File: config.mk
export PLATFORM = sky130hd
export DESIGN_NAME = ustep_indexer
export DESIGN_NICKNAME = d
export VERILOG_FILES = /design/src/rtl/ustep_pkg.sv /design/src/rtl/ustep_sync.sv /design/src/rtl/ustep_position.sv /design/src/rtl/ustep_wave.sv /design/src/rtl/ustep_indexer.sv
export SDC_FILE = /design/constraint.sdc
export NUM_CORES = 1
export LEC_CHECK = 0
export ABC_CLOCK_PERIOD_IN_PS = 5000
export BUFFER_PORTS_ARGS = -buffer_cell sky130_fd_sc_hd__buf_2
export CORE_MARGIN = 1
export CORE_UTILIZATION = 45
export DETAILED_ROUTE_END_ITERATION = 10
export PLACE_DENSITY = 0.74
export SYNTH_ARGS = -nofsm -noshare
export SYNTH_HDL_FRONTEND = slang
export SYNTH_SLANG_ARGS = --single-unit
File: constraint.sdc
create_clock -name clk -period 5 [get_ports clk]
set_input_delay 1 -clock clk [delete_from_list [all_inputs] [get_ports clk]]
set_output_delay 1 -clock clk [all_outputs]
set_load 0.02 [all_outputs]
File: src/rtl/ustep_pkg.sv
// ustep_pkg: shared sizes, types and the quarter-wave magnitude table
// of the microstepping indexer. Assumes a 128-position electrical
// cycle split into four 32-position quarters.
package ustep_pkg;

    localparam int POS_W  = 7;                  // position bits
    localparam int QTR_W  = 5;                  // bits inside one quarter
    localparam int QUAD_W = POS_W - QTR_W;      // quarter number bits
    localparam int QTR_N  = 1 << QTR_W;         // positions per quarter
    localparam int IDX_W  = QTR_W + 1;          // folded index 0..QTR_N
    localparam int MAG_W  = 7;                  // magnitude 0..100
    localparam int LVL_W  = MAG_W + 1;          // signed level
    localparam int MODE_W = 3;                  // resolution select

    typedef logic [POS_W-1:0]        pos_t;
    typedef logic signed [LVL_W-1:0] lvl_t;
    typedef logic [MAG_W-1:0]        mag_t;

    localparam logic [MODE_W-1:0] MODE_FULL = '0;
    localparam logic [QTR_W-1:0]  ANCHOR_Q  = QTR_W'(QTR_N / 2);
    localparam pos_t              HOME_POS  = pos_t'(QTR_N / 2);

    // Magnitude in percent of sin(90deg * k / 32), rounded.
    function automatic mag_t quarter_mag(input logic [IDX_W-1:0] k);
        case (k)
            6'd0:  return 7'd0;
            6'd1:  return 7'd5;
            6'd2:  return 7'd10;
            6'd3:  return 7'd15;
            6'd4:  return 7'd20;
            6'd5:  return 7'd24;
            6'd6:  return 7'd29;
            6'd7:  return 7'd34;
            6'd8:  return 7'd38;
            6'd9:  return 7'd43;
            6'd10: return 7'd47;
            6'd11: return 7'd51;
            6'd12: return 7'd56;
            6'd13: return 7'd60;
            6'd14: return 7'd63;
            6'd15: return 7'd67;
            6'd16: return 7'd71;
            6'd17: return 7'd74;
            6'd18: return 7'd77;
            6'd19: return 7'd80;
            6'd20: return 7'd83;
            6'd21: return 7'd86;
            6'd22: return 7'd88;
            6'd23: return 7'd90;
            6'd24: return 7'd92;
            6'd25: return 7'd94;
            6'd26: return 7'd96;
            6'd27: return 7'd97;
            6'd28: return 7'd98;
            6'd29: return 7'd99;
            6'd30: return 7'd100;
            6'd31: return 7'd100;
            6'd32: return 7'd100;
            default: return 7'd0;
        endcase
    endfunction

    // Log2 of the stride for the fine modes; codes past 1/32 saturate.
    function automatic int stride_shift(input logic [MODE_W-1:0] m);
        if (m >= MODE_W'(QTR_W))
            return 0;
        return QTR_W - int'(m);
    endfunction

endpackage

File: src/rtl/ustep_sync.sv
// ustep_sync: brings the step and direction levels into the clock
// domain through STAGES flops each, and detects the rising step edge.
// Assumes STAGES >= 1. Flops reset high, so a step level that is
// already high when reset ends produces no edge.
module ustep_sync #(
    parameter int STAGES = 2
) (
    input  logic clk,
    input  logic rst_n,
    input  logic step_raw,
    input  logic dir_raw,
    output logic step_rise,
    output logic dir_s
);
    localparam int LANES = 2;

    logic [LANES-1:0] lane_in;
    logic [LANES-1:0] lane_out;
    logic             step_prev;

    assign lane_in = {dir_raw, step_raw};

    for (genvar l = 0; l < LANES; l++) begin : g_lane
        logic [STAGES-1:0] sh_q;
        // Shift the raw level through the synchroniser chain.
        always_ff @(posedge clk) begin
            if (!rst_n) begin
                sh_q <= '1;
            end else begin
                for (int i = STAGES - 1; i > 0; i--)
                    sh_q[i] <= sh_q[i-1];
                sh_q[0] <= lane_in[l];
            end
        end
        assign lane_out[l] = sh_q[STAGES-1];
    end

    // Remember the previous synchronised step level for edge detection.
    always_ff @(posedge clk) begin
        if (!rst_n)
            step_prev <= 1'b1;
        else
            step_prev <= lane_out[0];
    end

    assign step_rise = lane_out[0] & ~step_prev;
    assign dir_s     = lane_out[1];

endmodule

File: src/rtl/ustep_position.sv
// ustep_position: the 7-bit electrical position register and its
// next-state arithmetic for every resolution. A step lands on the next
// legal state for the present mode in the step direction, so a mode
// change re-aligns instead of resetting. Also keeps the last direction.
module ustep_position
    import ustep_pkg::*;
(
    input  logic              clk,
    input  logic              rst_n,
    input  logic              adv,
    input  logic              dir_fwd,
    input  logic [MODE_W-1:0] mode,
    output pos_t              pos,
    output logic              dir_last
);
    pos_t                pos_nxt;
    pos_t                stride;
    pos_t                mask;
    pos_t                base;
    logic [QUAD_W-1:0]   quad;
    logic [QTR_W-1:0]    offs;

    assign quad = pos[POS_W-1:QTR_W];
    assign offs = pos[QTR_W-1:0];

    // Work out the next legal position for the selected mode and direction.
    always_comb begin
        stride = pos_t'(1) << stride_shift(mode);
        mask   = stride - pos_t'(1);
        base   = pos & ~mask;
        if (mode == MODE_FULL) begin
            if (dir_fwd)
                pos_nxt = (offs < ANCHOR_Q) ? {quad, ANCHOR_Q}
                                            : {quad + QUAD_W'(1), ANCHOR_Q};
            else
                pos_nxt = (offs > ANCHOR_Q) ? {quad, ANCHOR_Q}
                                            : {quad - QUAD_W'(1), ANCHOR_Q};
        end else begin
            if (dir_fwd)
                pos_nxt = base + stride;
            else
                pos_nxt = (pos == base) ? pos - stride : base;
        end
    end

    // Hold the position and last direction; move only on an accepted step.
    always_ff @(posedge clk) begin
        if (!rst_n) begin
            pos      <= HOME_POS;
            dir_last <= 1'b1;
        end else if (adv) begin
            pos      <= pos_nxt;
            dir_last <= dir_fwd;
        end
    end

endmodule

File: src/rtl/ustep_wave.sv
// ustep_wave: turns a position into a signed level of sin(angle + the
// PHASE_OFS positions). Folds the phase into the quarter-wave table and
// takes the sign from the half-cycle bit. Purely combinational.
module ustep_wave
    import ustep_pkg::*;
#(
    parameter int PHASE_OFS = 0
) (
    input  pos_t pos,
    output lvl_t lvl
);
    pos_t             ph;
    logic [IDX_W-1:0] idx;
    mag_t             mag;

    // Fold the shifted phase onto the first quarter and look up the magnitude.
    always_comb begin
        ph  = pos + pos_t'(PHASE_OFS);
        idx = ph[QTR_W] ? IDX_W'(QTR_N) - {1'b0, ph[QTR_W-1:0]}
                        : {1'b0, ph[QTR_W-1:0]};
        mag = quarter_mag(idx);
        lvl = ph[POS_W-1] ? -lvl_t'(mag) : lvl_t'(mag);
    end

endmodule

File: src/rtl/ustep_indexer.sv
// ustep_indexer: step/direction microstepping indexer for a two-phase
// bipolar stepper. Synchronises the inputs, steps a 128-position
// electrical angle at the selected resolution, and drives the cosine
// (A) and sine (B) winding levels, falling flags and a home marker.
// Assumes mode_in is stable around each step edge.
module ustep_indexer
    import ustep_pkg::*;
#(
    parameter int SYNC_STAGES = 2
) (
    input  logic              clk,
    input  logic              rst_n,
    input  logic              en,
    input  logic              step_in,
    input  logic              dir_in,
    input  logic [MODE_W-1:0] mode_in,
    output lvl_t              cur_a,
    output lvl_t              cur_b,
    output logic              fall_a,
    output logic              fall_b,
    output logic              home_n
);
    localparam int WINDINGS = 2;

    logic step_rise;
    logic dir_s;
    logic adv;
    logic dir_last;
    pos_t pos;
    lvl_t lvls [WINDINGS];

    ustep_sync #(.STAGES(SYNC_STAGES)) u_sync (
        .clk       (clk),
        .rst_n     (rst_n),
        .step_raw  (step_in),
        .dir_raw   (dir_in),
        .step_rise (step_rise),
        .dir_s     (dir_s)
    );

    assign adv = step_rise & en;

    ustep_position u_pos (
        .clk      (clk),
        .rst_n    (rst_n),
        .adv      (adv),
        .dir_fwd  (dir_s),
        .mode     (mode_in),
        .pos      (pos),
        .dir_last (dir_last)
    );

    // Winding 0 is the sine (B); winding 1 leads by a quarter (A, cosine).
    for (genvar w = 0; w < WINDINGS; w++) begin : g_wind
        ustep_wave #(.PHASE_OFS(w * QTR_N)) u_wave (
            .pos (pos),
            .lvl (lvls[w])
        );
    end

    assign cur_b  = lvls[0];
    assign cur_a  = lvls[1];
    assign fall_b = (pos[QTR_W] == dir_last);
    assign fall_a = ~fall_b;
    assign home_n = (pos != HOME_POS);

endmodule

# Word level (Yosys, flattened, before mapping)
# Memory sizes are Yosys's and may differ from the RTL's.
# Cells that the tools add are included.
# Widths: inputs -> output; s select.
classes:
  order_cmp: 3
  n_eq_ne: 5
  n_addsub: 11
  muxes: 12
  n_shift: 1
  n_reduce_logical: 2
  bitwise: 6
ops:
  columns: ["operator", "count"]
  rows:
  - ["$mux 7", 6]
  - ["$mux 32", 1]
  - ["$shl 1x32->7 const A", 1]
  - ["$mux 8", 2]
  - ["$neg 7->8", 2]
  - ["$mux 6", 2]
  - ["$sub 6x5->6 const A", 2]
  - ["$add 7x6->7 const B", 1]
  - ["$add 7x7->7", 1]
  - ["$and 7x7->7", 1]
  - ["$eq 7x7->1", 1]
  - ["$ne 7x5->1 const B", 1]
  - ["$not 7->7", 1]
  - ["$sub 7x1->7 const B", 1]
  - ["$sub 7x7->7", 1]
  - ["$ne 3x3->1 const B", 2]
  - ["$gt 5x5->1 const B", 1]
  - ["$lt 5x5->1 const B", 1]
  - ["$sub 3x3->4 const A", 1]
  - ["$ge 3x3->1 const B", 1]
  - ["$logic_not 3->1", 1]
  - ["$reduce_and 3->1", 1]
  - ["$add 2x1->2 const B", 1]
  - ["$and 1x1->1", 2]
  - ["4 further kinds", 5]
totals:
  ff_bits: 13
  elab_cells: 48
  input_bits: 8
  out_inout_bits: 19
  rom_bits: 896
  mem_count: 2
memory_table:
  columns: ["memory", "depth", "word_bits", "rd", "rd_clocked_by_memory_dff", "wr", "line", "source"]
  rows:
  - ["(name not given)", 64, 7, 1, 0, 0, "ustep_pkg.sv:25", "case (k)"]
  - ["(name not given)", 64, 7, 1, 0, 0, "ustep_pkg.sv:25", null]

# Depth between registers and ports, before layout
# Gate-level depths: netlist of the first run.
logic_depth:
  ltp_word: 11
  mapped_depth: 19
  depth_no_buf: 16

# Cells and area by module
# Synthesis of the first run repeated with hierarchy kept, for this count alone.
hier_totals:
  hier_cells: 455
  area_unflattened_um2: 3403.3
by_module_without_submodules:
  columns: ["module", "seq_area_each_um2", "cells_per_inst", "instances", "area_per_inst_um2"]
  rows:
  - ["ustep_position", 160.2, 151, 1, 1201.2]
  - ["ustep_wave (g_wind[1].u_wave)", 0.0, 156, 1, 1053.5]
  - ["ustep_wave (g_wind[0].u_wave)", 0.0, 131, 1, 968.4]
  - ["ustep_sync", 100.1, 11, 1, 137.6]
  - ["ustep_indexer", 0.0, 6, 1, 42.5]

# Worst setup path after synthesis of the first run
# Ideal clock, no wire load.
synth_path:
  kind: "reg-to-output"
  from: "reg u_pos.pos[0]"
  to: "out cur_b[6]"
  path_buffers: 3
  path_slack_ns: 0.033
  arrival_ns: 3.967
  required_ns: 4.000
  stages_incl_launch_ff: 20
  cell_sequence: "dfxtp_1 > clkbuf_1 > inv_1 > ha_1 > buf_2 > and2b_1 > nand2b_1 > ha_1 > clkbuf_1 > mux2i_4 > xnor2_1 > nor2_1 > a31oi_1 > a21o_1 > nand2_1 > ha_1 > inv_1 > nor2_1 > a21boi_1 > xor2_1"
synth_between:
  elab_chain_cells: 5
synth_rtl:
  columns: ["element", "line", "source"]
  rows:
  - ["start: declaration", "ustep_position.sv:13", "output pos_t pos,"]
  - ["start signal: assignment", "ustep_position.sv:52", "pos <= pos_nxt;"]
  - ["$sub 6x5->6", "ustep_wave.sv:19", "idx = ph[QTR_W] ? IDX_W'(QTR_N) - {1'b0, ph[QTR_W-1:0]}"]
  - ["$mux 6 *", "ustep_wave.sv:19", null]
  - ["$mem_v2 64x7 *", null, null]
  - ["$neg 7->8", "ustep_wave.sv:22", "lvl = ph[POS_W-1] ? -lvl_t'(mag) : lvl_t'(mag);"]
  - ["$mux 8 *", "ustep_wave.sv:22", null]
  - ["end: declaration", "ustep_indexer.sv:18", "output lvl_t cur_b,"]
# Every way passes the cells marked *; elsewhere a longest branch is shown, timed or not.

# Final worst setup path of the first run
layout_path:
  from: "reg u_pos.pos[1]"
  to: "out cur_b[4]"
# Same word-level chain as after synthesis.

==> results.md, run 1 <==
- The clock slew seen by the registers of the worst setup and hold paths is 0.06 ns.
- The detailed-router iteration count before antenna repair is 5.
- The wire length per cell is 15.53 um.
- The critical path starts at u_pos.pos[1].
- The share of async-settable or async-resettable flops after synthesis is 0.
- The fill cell total of the finished layout is 731.
- The worst setup path is launched from a register.
- The number of hold-slack violations in the final timing report is 0.
- TritonCTS created 3 clock buffers.
- The synthesized netlist net count is 510.
- The first-pass GRT wire length is 14.58 mm.
- The row count is 31.
- The initial core utilization is 0.4637.
- The share of synthesized area in the top cell type comes to 0.1414.
- The post-synthesis cell type with the largest combined area is ha_1.
- The number of instances in the synthesized netlist is 463.
- The total count of max-transition violations in the final report is 0.
- The worst hold path begins at u_sync.g_lane[0].sh_q[0].
- Setup violations remaining at the end of the flow were counted as 0.
- The kind of critical path is register to output pin.
- The power density of the placed cells is 90.38 nW/um^2.
- The endpoint kind of the worst setup timing path is an output pin.
- The number of placed I/O pins is 27.
- TritonCTS built the clock tree.
- The yosys synthesis warning count is 0.
- The min-delay analysis places its worst path in the category register to register.
- The distinct cell type count after synthesis is 83.
- In this design, the stage delay of the slowest critical-path cell is 0.50 ns.
- The number of DRC violations after detailed-routing iteration 0 is 334.
- The run finished with clean final reports.
- The leading cell type in the layout, fill and taps excluded is nand2_1.
- The via count normalized by instance count is 6.083.
- The startpoint of the lowest-slack register-to-register path is u_pos.pos[0].
- Prior to clock tree synthesis, the placed netlist has a worst setup slack of 0.5244 ns.
- The actual transition at the worst max-transition pin is 0.7202 ns.
- Setup repair after global routing left no endpoint under its margin.
- Hold timing on the final database bottoms out at a slack of 0.4171 ns.
- After detailed routing, the number of remaining DRC violations is 0.
- In the post-route analysis, the smallest setup slack over all paths is 0.3737 ns.
- The final critical-path share of the clock period is 0.9253.
- The number of nets at the end of the flow is 515.
- Of the cells placed in the final design, the portion with a size suffix greater than 1 is 0.1392.
- In the final timing run, aggregate negative setup slack is 0 ns.
- The highest fanout seen on the critical path is 8.
- The count of flip-flops with a built-in enable after synthesis is 0.
- CTS built an H-tree with a depth of 1.
- The number of stages on the worst hold path is 1.
- The sequential-to-total area share from yosys stat is 0.07738.
- The global routing usage summed across all routing layers is 0.2303.
- The required time at the worst-slack endpoint is 4.00 ns.
- The cell at the root of the clock tree is clkbuf_8.
- The standard cell core area is 7253 sq um.
- Entering global routing, the biggest net connects 55 pins.
- The combined area of all synthesized cells is 3363 sq um.
- For the finished layout, the period the worst path requires is 4.626 ns.
- By area, the combinational part of the netlist is dominated by compound AO/OA/AOI/OAI gates.
- The critical path goes through inv_1 > ha_1 > a21o_1 > inv_1 > ha_1 > nor2b_1 > o21a_1 > o21ai_0 > nand3_1 > a32o_1 > nand2_1 > ha_1 > inv_1 > o31ai_1 > xor2_1 > buf_2.
- In this run the post-CTS setup repair buffer count came out at 0.
- The initial antenna violation count is 0.
- Buffers placed on the I/O ports in this run total 26.
- The die covers 7823 sq um.
- The clock arrives with 0.006265 ns of skew.
- The highest attainable clock frequency is 216.2 MHz.
- The clock latency at the later pin of the worst-skew pair is 0.24 ns.
- The number of clock sinks seen by CTS is 13.
- The overflow left after global routing is 0.
- The residual antenna-violating net count after detailed routing is 0.
- The arrival time reported for the critical path endpoint is 3.63 ns.
- The number of diodes is 0.
- The library cells used most frequently in the layout, excluding fill and tap cells, are 41 x nand2_1, 37 x ha_1, 32 x o21ai_0.
- The clock passes through at most 2 buffers.
- Of the post-synthesis cell area, the part taken by muxes is 0.05097.
- The combined buffer and inverter count along the critical path is 4.
- By area the synthesized netlist is led by ha_1 14%, dfxtp_1 7.7%, o21ai_0 4.8%.
- Among all stages on the critical path, the largest delay is contributed by ha_1.
- The worst reg2reg path depth is 12.
- The routed layout has 3443 vias.
- Of the total synthesized cell area, the portion taken by XOR and XNOR cells is 0.08185.
- Grouping stages by cell kind, the critical path spends the most delay in compound AO/OA/AOI/OAI gates.
- The worst pin sits at a relative slew slack of 0.5164.
- The routed design has 8.790 mm of wire.
- The synthesized-area fraction occupied by adder cells is 0.1473.
- VDD sags by at most 169.7 uV.
- The top flip-flop cell by instance count after synthesis is dfxtp_1.
- The analysis attributes to cell leakage a power of 1.477 nW.
- Of the total synthesized cell area, the portion taken by AND, OR, NAND and NOR gates is 0.2519.
- The setup check on the worst reg-to-reg path leaves a slack of 2.36 ns.
- The via count of the first global-routing pass came to 3075.
- The tool flagged a number of max-cap violations equal to 0.
- The number of gates on the worst path with buffers counted is 16.
- The share of the synthesized area in compound gates (AO/OA/AOI/OAI) is 0.3136.
- The floorplan die width is 88.45 um.
- Counting flops and latches in the post-synthesis netlist gives 13.
- The area overhead of the layout relative to synthesis is 6.101%.
- The vertical die dimension is 88.45 um.
- The mean cell area of the mapped netlist is 7.264 sq um.
- The last weighted congestion value of the routability-driven placer is 0.9386.
- The HPWL after detailed placement is 6.583 mm.
==> final cells by class <==
class,count,area [sq um],area share
multi-input cells,393,2855,0.8001
flip-flops and latches,13,260.3,0.07293
repair buffers,36,205.2,0.05750
well taps,99,123.9,0.03471
inverters,21,78.83,0.02209
clock buffers,4,45.04,0.01262
==> registers in the layout, summed over array words and instances, names as in the netlist <==
register            cells
u_pos.dir_last          1
u_pos.pos               7
u_sync.g_lane.sh_q      4
u_sync.step_prev        1
==> Yosys cell counts, types with 4 or more instances <==
library cell	n
nand2_1	41
inv_1	18
nand3_1	16
o21ai_0	32
a21o_1	7
nor2b_1	17
a221oi_1	7
o211ai_1	7
o31ai_1	6
dfxtp_1	13
ha_1	38
nor3_1	10
mux2i_1	9
xnor2_1	14
a31oi_1	9
a21oi_1	22
xor2_1	13
clkbuf_1	14
and2_1	4
buf_2	15
nand2b_1	16
nor2_1	29
o21a_1	6
a22oi_1	6
mux2_2	4
==> metal layers <==
metal	vias to the layer above	global-route usage	part of all wire
li1	1706	-	-
met1	1598	0.3109	0.46
met2	127	0.3944	0.48
met3	12	0.02985	0.053
met4	0	0.04252	0.014
met5	-	0	0
==> final timing paths <==
check,to
setup reg to reg,u_pos.pos[6]
setup / recovery,cur_b[4]
hold / removal,u_sync.g_lane[0].sh_q[1]
hold reg to reg,u_sync.g_lane[0].sh_q[1]
==> per-stage QoR <==
stage | util | total power, mW | instances | cell area, sq um
2_1_floorplan | - | 0.2030 | 463 | 3363
4_1_cts | 0.4904 | 0.3233 | 566 | 3557
3_3_place_gp | 0.4842 | 0.2281 | 562 | 3512
3_5_place_dp | 0.4842 | 0.2311 | 562 | 3512
5_1_grt | 0.4920 | 0.3417 | 566 | 3568
6_report | 0.4920 | 0.3225 | 566 | 3568
==> power by group <==
group	internal [mW]	total [mW]	switching, mW
combinational	0.0482	0.122	0.0734
clock	0.0561	0.0915	0.0355
sequential	0.106	0.109	0.00321
==> kinds of logic after synthesis <==
kind of cell | after synthesis
simple gates | 161
compound gates | 149
buf+inv | 57
fa+ha+maj | 39
xor+xnor | 29
mux | 15
flops | 13
==> repair_timing <==
item | CTS | global route
endpoints found under the setup margin | 0 | 6
hold buffers | 0 | 0
gates resized for setup | 0 | 2
==> worst register-to-register path: cells and delay by family (launching register included) <==
kind	cells	cell delay, ns
buf+inv	3	0.34
fa+ha+maj	2	0.57
flops	1	0.31
simple gates	1	0.09
compound gates	6	1.28
(Power assumes the default switching activity.)
==> run 2: changes to the inputs <==
--- a/config.mk
+++ b/config.mk
@@ -10,6 +10,7 @@
 export CORE_MARGIN = 1
 export CORE_UTILIZATION = 45
 export DETAILED_ROUTE_END_ITERATION = 10
+export GPL_TIMING_DRIVEN = 0
 export PLACE_DENSITY = 0.74
 export SYNTH_ARGS = -nofsm -noshare
 export SYNTH_HDL_FRONTEND = slang
==> run 2 against run 1 <==
Clock power increased by 5.0%. Routed wire length increased by 12%. First-iteration DRC count rose by 38%. Highest routed layer unchanged. Critical endpoint unchanged. Maximum frequency is 4.0% lower.
==> results.md, run 2 (synthesized netlist as in run 1, its figures left out) <==
- The number of clock buffers added by TritonCTS is 3.
- Together, buffers and inverters on the worst path number 6.
- The cell at the root of the clock tree is clkbuf_8.
- The actual transition at the worst max-transition pin is 0.7113 ns.
- 27 I/O pins were placed.
- After detailed routing, the number of vias per cell comes to 6.229.
- The floorplan die width is 88.45 um.
- The post-layout instance area is 3815 sq um.
- met2 is the most crowded layer.
- At the worst endpoint, the arrival time is 3.82 ns.
- The tightest slew margin relative to the limit is 0.5224.
- The largest registers in the layout are u_pos.pos: 7 flops, u_sync.g_lane.sh_q: 4 flops.
- The biggest cell delay along the critical path is 0.41 ns.
- The first-pass GRT wire length is 15.80 mm.
- The clock latency at the later pin of the worst-skew pair is 0.25 ns.
- The terminating pin of the worst hold path is u_sync.g_lane[1].sh_q[1].
- Setup repair after global routing left no endpoint under its margin.
- Buffers placed on the I/O ports in this run total 26.
- The min-delay analysis places its worst path in the category register to register.
- The power density of the placed cells is 87.72 nW/um^2.
- The number of stages on the worst hold path is 1.
- The number of hold-slack violations in the final timing report is 0.
- The startpoint of the lowest-slack register-to-register path is u_pos.pos[0].
- The last weighted congestion value of the routability-driven placer is 0.9250.
- The library cells used most frequently in the layout, excluding fill and tap cells, are 40 x nand2_1, 37 x buf_2, 34 x ha_1.
- Once layout is complete, the utilization of the core stands at 0.5260.
- The cell family contributing the most delay on the critical path is buffers and inverters.
- The placed cell area is 3617 sq um.
- The static power due to leakage is 1.590 nW.
- In this run the critical register-to-register path is captured at u_pos.pos[6].
- For the worst setup path, the data required time is 4.00 ns.
- OpenSTA, run right after detailed placement, puts the worst setup slack at -1.023 ns.
- The first routing iteration left 461 violations.
- The number of clock sinks seen by CTS is 13.
- In the global route stage, overall resource usage came out at 0.2506.
- The clock passes through at most 2 buffers.
- The maximum number of pins on one net before global-route repair is 14.
- The most common cell type on the critical path is nand2_1.
- The initial core utilization is 0.4637.
- In the final routed layout, each cell accounts on average for 16.53 um.
- The layout cell share with drive strength beyond 1 is 0.1935.
- After legalization and detailed placement, the total HPWL measured 7.212 mm.
- The final critical-path share of the clock period is 0.9639.
- The area overhead of the layout relative to synthesis is 13.43%.
- The initial antenna violation count is 0.
- The via count of the routed design is 3706.
- The number of diodes is 0.
- Clock-pin slew was measured on the worst setup and hold paths at 0.06 ns.
- TritonCTS built the clock tree.
- Derived from the worst setup path, the maximum achievable clock frequency is 207.5 MHz.
- In this run the number of H-tree levels came out at 1.
- For the worst flop-to-flop path, the logic depth is 13.
- The global-route met2 utilization is 0.4259.
- The largest vdd supply drop is 143.6 uV.
- The worst setup path is of the register to output pin kind.
- The setup slack of the critical path after layout is 0.1806 ns.
- The clock arrives with 0.005698 ns of skew.
- The met1 track demand over resource is 0.3401.
- The number of nets at the end of the flow is 544.
- Walking the worst path, the cells encountered are buf_4 > inv_2 > ha_2 > clkbuf_4 > and2b_2 > nand2b_1 > ha_4 > clkbuf_8 > nand2_1 > nand2_4 > a221oi_1 > a221oi_2 > a21o_1 > nand2_1 > ha_1 > inv_1 > o31ai_1 > xor2_1 > buf_2.
- More flip-flops sit in one register than any other, and that register is u_pos.pos.
- The met3 demand-to-capacity share in global routing is 0.01679.
- STA classifies the critical path startpoint as a register.
- The worst path needs 4.819 ns of the cycle, external delays included.
- The total wire length is 9.835 mm.
- The library cell used most frequently in the layout, excluding fill and tap cells, is nand2_1.
- The total count of max-transition violations in the final report came to 0.
- The via count of the first global-routing pass is 3403.
- Setup slack on the worst reg-to-reg path comes out at 2.01 ns.
- The run finished with clean final reports.
- Summed over all layers, the global routing overflow is 0.
- For this run, design rule violations remaining after detail routing come to 0.
- The final setup violation count is 0.
- The vertical die dimension is 88.45 um.
- The highest-delay cell along the critical path is dfxtp_4.
- The die area is 7823 sq um.
- The residual antenna-violating net count after detailed routing is 0.
- Before antenna repair, the detailed router went through 6 iterations.
- In this run the standard cell core region covers 7253 sq um.
- In this run the most critical hold path is launched from u_sync.g_lane[1].sh_q[0].
- Across the run, the number of max-cap violations was 0.
- In this run the worst path has a maximum fanout of 10.
- The floorplan has 31 rows.
- The register with the most flip-flops in the layout has 7 of them.
- The endpoint kind of the worst setup timing path is an output pin.
-- run 2: final cells by class --
class                           instances  area [sq um]
Timing Repair Buffer                   30         160.2
Clock buffer                            4         45.04
Sequential cell                        13         267.8
Buffer                                 35         221.5
Fill cell                             711          3438
Inverter                               21         82.58
Tap cell                               99         123.9
Multi-Input combinational cell        393          2914
-- run 2: metal layers --
layer  share of wire  up-vias
met5               0        -
met4           0.028        0
met3           0.074       33
met2            0.47      187
met1            0.43     1722
li1                -     1764
-- run 2: worst max path at each step --
stage               endpoint  depth (start not counted)  slack (ns)         start
finish              cur_b[4]                         19        0.18  u_pos.pos[1]
detailed placement  cur_b[6]                         20       -1.02  u_pos.pos[0]
global placement    cur_b[6]                         20       -0.94  u_pos.pos[0]
floorplan           cur_b[6]                         19        0.03  u_pos.pos[0]
global route        cur_b[4]                         19     0.00007  u_pos.pos[5]
CTS                 cur_b[6]                         20       0.007  u_pos.pos[1]
-- run 2: repair_timing --
action                     4_1_cts  5_1_grt
setup buffers                    3        1
pin swaps                        0        2
setup endpoints to repair       16       12
hold endpoints to repair         0        0
gates cloned                     0        0
gates resized for setup         21       17
hold buffers                     0        0
-- run 2: through the flow --
step,cells,total power [mW],hold WS [ns],TNS [ns]
after floorplan,463,0.2030,0.3863,0
after global placement,588,0.2320,0.3912,-10.77
after detailed placement,588,0.2343,0.4012,-12.02
after CTS,595,0.3310,0.4137,0
after global routing,595,0.3526,0.4367,0
final,595,0.3347,0.4091,0
-- run 2: where the power goes --
| part | leakage (nW) | switching [mW] | internal, mW | total, mW |
|---|---|---|---|---|
| clock | 0.0228 | 0.0397 | 0.0564 | 0.0961 |
| combinational | 1.46 | 0.0790 | 0.0533 | 0.132 |
| sequential | 0.108 | 0.00131 | 0.105 | 0.106 |
| total | 1.59 | 0.120 | 0.215 | 0.335 |
==> run 3: changes to the inputs <==
--- a/config.mk
+++ b/config.mk
@@ -12,6 +12,7 @@
 export DETAILED_ROUTE_END_ITERATION = 10
 export GPL_TIMING_DRIVEN = 0
 export PLACE_DENSITY = 0.74
+export RECOVER_POWER = 25
 export SYNTH_ARGS = -nofsm -noshare
 export SYNTH_HDL_FRONTEND = slang
 export SYNTH_SLANG_ARGS = --single-unit
==> run 3 against run 2 <==
Maximum frequency fell by 0.17%. Worst hold slack barely moved. Via count rose by 0.67%. Final area barely moved. First-iteration DRC count did not move. Die area did not move. Clock skew barely moved. Critical path depth did not move. Critical path type unchanged. Highest routed layer unchanged.
==> results.md, run 3 (synthesized netlist as in run 1, its figures left out) <==
- Setup repair after global routing left no endpoint under its margin.
- The clock latency at the later pin of the worst-skew pair is 0.25 ns.
- The clock period minus worst slack is 4.828 ns.
- After global routing the overflow that remains totals 0.
- Dividing the final minimum period by the clock period gives 0.9655.
- The maximum buffer depth of the clock tree is 2.
- The total count of max-transition violations in the final report was 0.
- The required time at the worst-slack endpoint is 4.00 ns.
- The HPWL after detailed placement is 7.212 mm.
- The initial core utilization is 0.4637.
- The maximum number of pins on one net before global-route repair is 14.
- The via count of the routed design is 3731.
- The layout cell share with drive strength beyond 1 is 0.1915.
- The number of max-capacitance violations reported is 0.
- The H-tree depth is 1.
- Routability-driven placement finished with a final weighted congestion of 0.9250.
- OpenSTA, run right after detailed placement, puts the worst setup slack at -1.023 ns.
- The flow ran to the end, and the final reports show no timing, DRC or antenna violations.
- The endpoint identified for the worst register-to-register timing path is u_pos.pos[6].
- The library cell used most frequently in the layout, excluding fill and tap cells, is nand2_1.
- The analysis attributes to cell leakage a power of 1.587 nW.
- STA classifies the critical path startpoint as a register.
- The highest fanout seen on the critical path is 10.
- The kind of critical path is register to output pin.
- The number of stages on the worst hold path is 1.
- The number of clock sinks seen by CTS is 13.
- In this run the most critical hold path is launched from u_sync.g_lane[1].sh_q[0].
- Overall power consumption after layout is estimated at 0.3348 mW.
- The detailed-router iteration count before antenna repair is 5.
- Final hold analysis gives a worst-case slack of 0.4091 ns.
- For the worst setup path, the data arrival time is 3.83 ns.
- STA classifies the critical path endpoint as an output pin.
- The region available for standard cell placement spans 7253 sq um.
- The actual transition at the worst max-transition pin is 0.7113 ns.
- For the worst flop-to-flop path, the logic depth is 13.
- The number of diodes is 0.
- The largest vdd supply drop is 143.6 uV.
- The first global-routing pass estimated 15.80 mm of wire.
- The power density of the placed cells is 87.80 nW/um^2.
- The register with the most flip-flops in the layout has 7 of them.
- The worst hold path terminates at u_sync.g_lane[1].sh_q[1].
- The initial antenna violation count is 0.
- Derived from the worst setup path, the maximum achievable clock frequency is 207.1 MHz.
- The register with the most flip-flops in the final layout is u_pos.pos.
- The number of buffer cells added on primary ports is 26.
- Setup slack closes at 0.1723 ns.
- The clock slew seen by the registers of the worst setup and hold paths is 0.06 ns.
- The detail route stage leaves a number of antenna-violating nets equal to 0.
- The class of the tightest hold or removal check is register to register.
- The worst register-to-register path begins at u_pos.pos[0].
- Buffers inserted during clock tree synthesis total 3.
- The library cells used most frequently in the layout, excluding fill and tap cells, are 40 x nand2_1, 36 x buf_2, 34 x ha_1.
- In this run the count of I/O pins placed on the die edge is 27.
- The die area is 7823 sq um.
- In the final design database the tool counted 544 nets.
- The wire length per cell is 16.63 um.
- The detailed router finished its first iteration with 461 violations.
- The largest registers in the layout are u_pos.pos: 7 flops, u_sync.g_lane.sh_q: 4 flops.
- In the global route stage, overall resource usage came out at 0.2506.
- The vertical die dimension is 88.45 um.
- The number of hold-slack violations in the final timing report is 0.
- The via count of the first global-routing pass is 3403.
- TritonCTS built the clock tree.
- The final setup violation count is 0.
- The DRC violation count after routing is 0.
- The cell at the root of the clock tree is clkbuf_8.
- The area overhead of the layout relative to synthesis is 13.39%.
- Measured along the x axis, the die boundary spans 88.45 um.
- The setup skew after layout is 0.005711 ns.
- The total wire length is 9.897 mm.
- The reg2reg setup slack is 2.01 ns.
- Dividing the detail-routed via count by the number of cells gives 6.271.
- The tightest slew margin relative to the limit is 0.5224.
- After floorplanning, the core was divided into 31 placement rows.
==> run 3: changes by cell type in the layout (fill, tap and decap cells not counted) <==
cell,before,now
clkbuf_1,12,13
buf_2,37,36
==> run 3: how the worst max path moves through the flow <==
stage                      start        to  slack, ns  depth (start not counted)
CTS                 u_pos.pos[1]  cur_b[6]      0.007                         20
detailed placement  u_pos.pos[0]  cur_b[6]      -1.02                         20
finish              u_pos.pos[1]  cur_b[4]       0.17                         19
floorplan           u_pos.pos[0]  cur_b[6]       0.03                         19
global placement    u_pos.pos[0]  cur_b[6]      -0.94                         20
global route        u_pos.pos[5]  cur_b[4]    0.00007                         19
==> run 3: final cells by class <==
cell class	instances	area, sq um
timing repair buffer	30	158.9
inverter	21	82.58
sequential	13	267.8
fill	712	3440
tap	99	123.9
buffer	35	221.5
multi-input combinational	393	2914
clock buffer	4	45.04
==> run 3: through the flow <==
| step | cells | util | TNS [ns] | instance area (sq um) |
|---|---|---|---|---|
| final | 595 | 0.5258 | 0 | 3814 |
| after global routing | 595 | 0.5258 | 0 | 3814 |
| after CTS | 595 | 0.5161 | 0 | 3744 |
| after detailed placement | 588 | 0.4987 | -12.02 | 3617 |
| after global placement | 588 | 0.4987 | -10.77 | 3617 |
| after floorplan | 463 | - | 0 | 3363 |
==> run 3: routing by layer <==
| metal | GRT usage | part of all wire |
|---|---|---|
| met1 | 0.3401 | 0.43 |
| met2 | 0.4259 | 0.47 |
| met3 | 0.01679 | 0.073 |
| met4 | 0.07331 | 0.026 |
| met5 | 0 | 0 |
==> run 3: timing repair <==
action / in CTS / in global routing
setup buffers: 3 / 1
resized for setup: 21 / 17
hold buffers: 0 / 0
endpoints found under the setup margin: 16 / 12
pin swaps: 0 / 2
==> run 3: critical path: stages, from the launching register on <==
cell	delay [ns]
dfxtp_4	0.41
buf_4	0.22
inv_2	0.10
ha_2	0.19
clkbuf_4	0.17
and2b_2	0.21
nand2b_1	0.11
ha_4	0.23
clkbuf_8	0.18
nand2_1	0.13
nand2_4	0.10
a221oi_1	0.30
a221oi_2	0.10
a21o_1	0.21
nand2_1	0.09
ha_1	0.15
inv_1	0.06
o31ai_1	0.28
xor2_1	0.16
buf_2	0.18
==> run 3: report_power, final <==
part | switching, mW | leakage (nW) | internal (mW)
clock network | 0.0397 | 0.0228 | 0.0564
logic | 0.0793 | 1.46 | 0.0532
registers | 0.00132 | 0.108 | 0.105
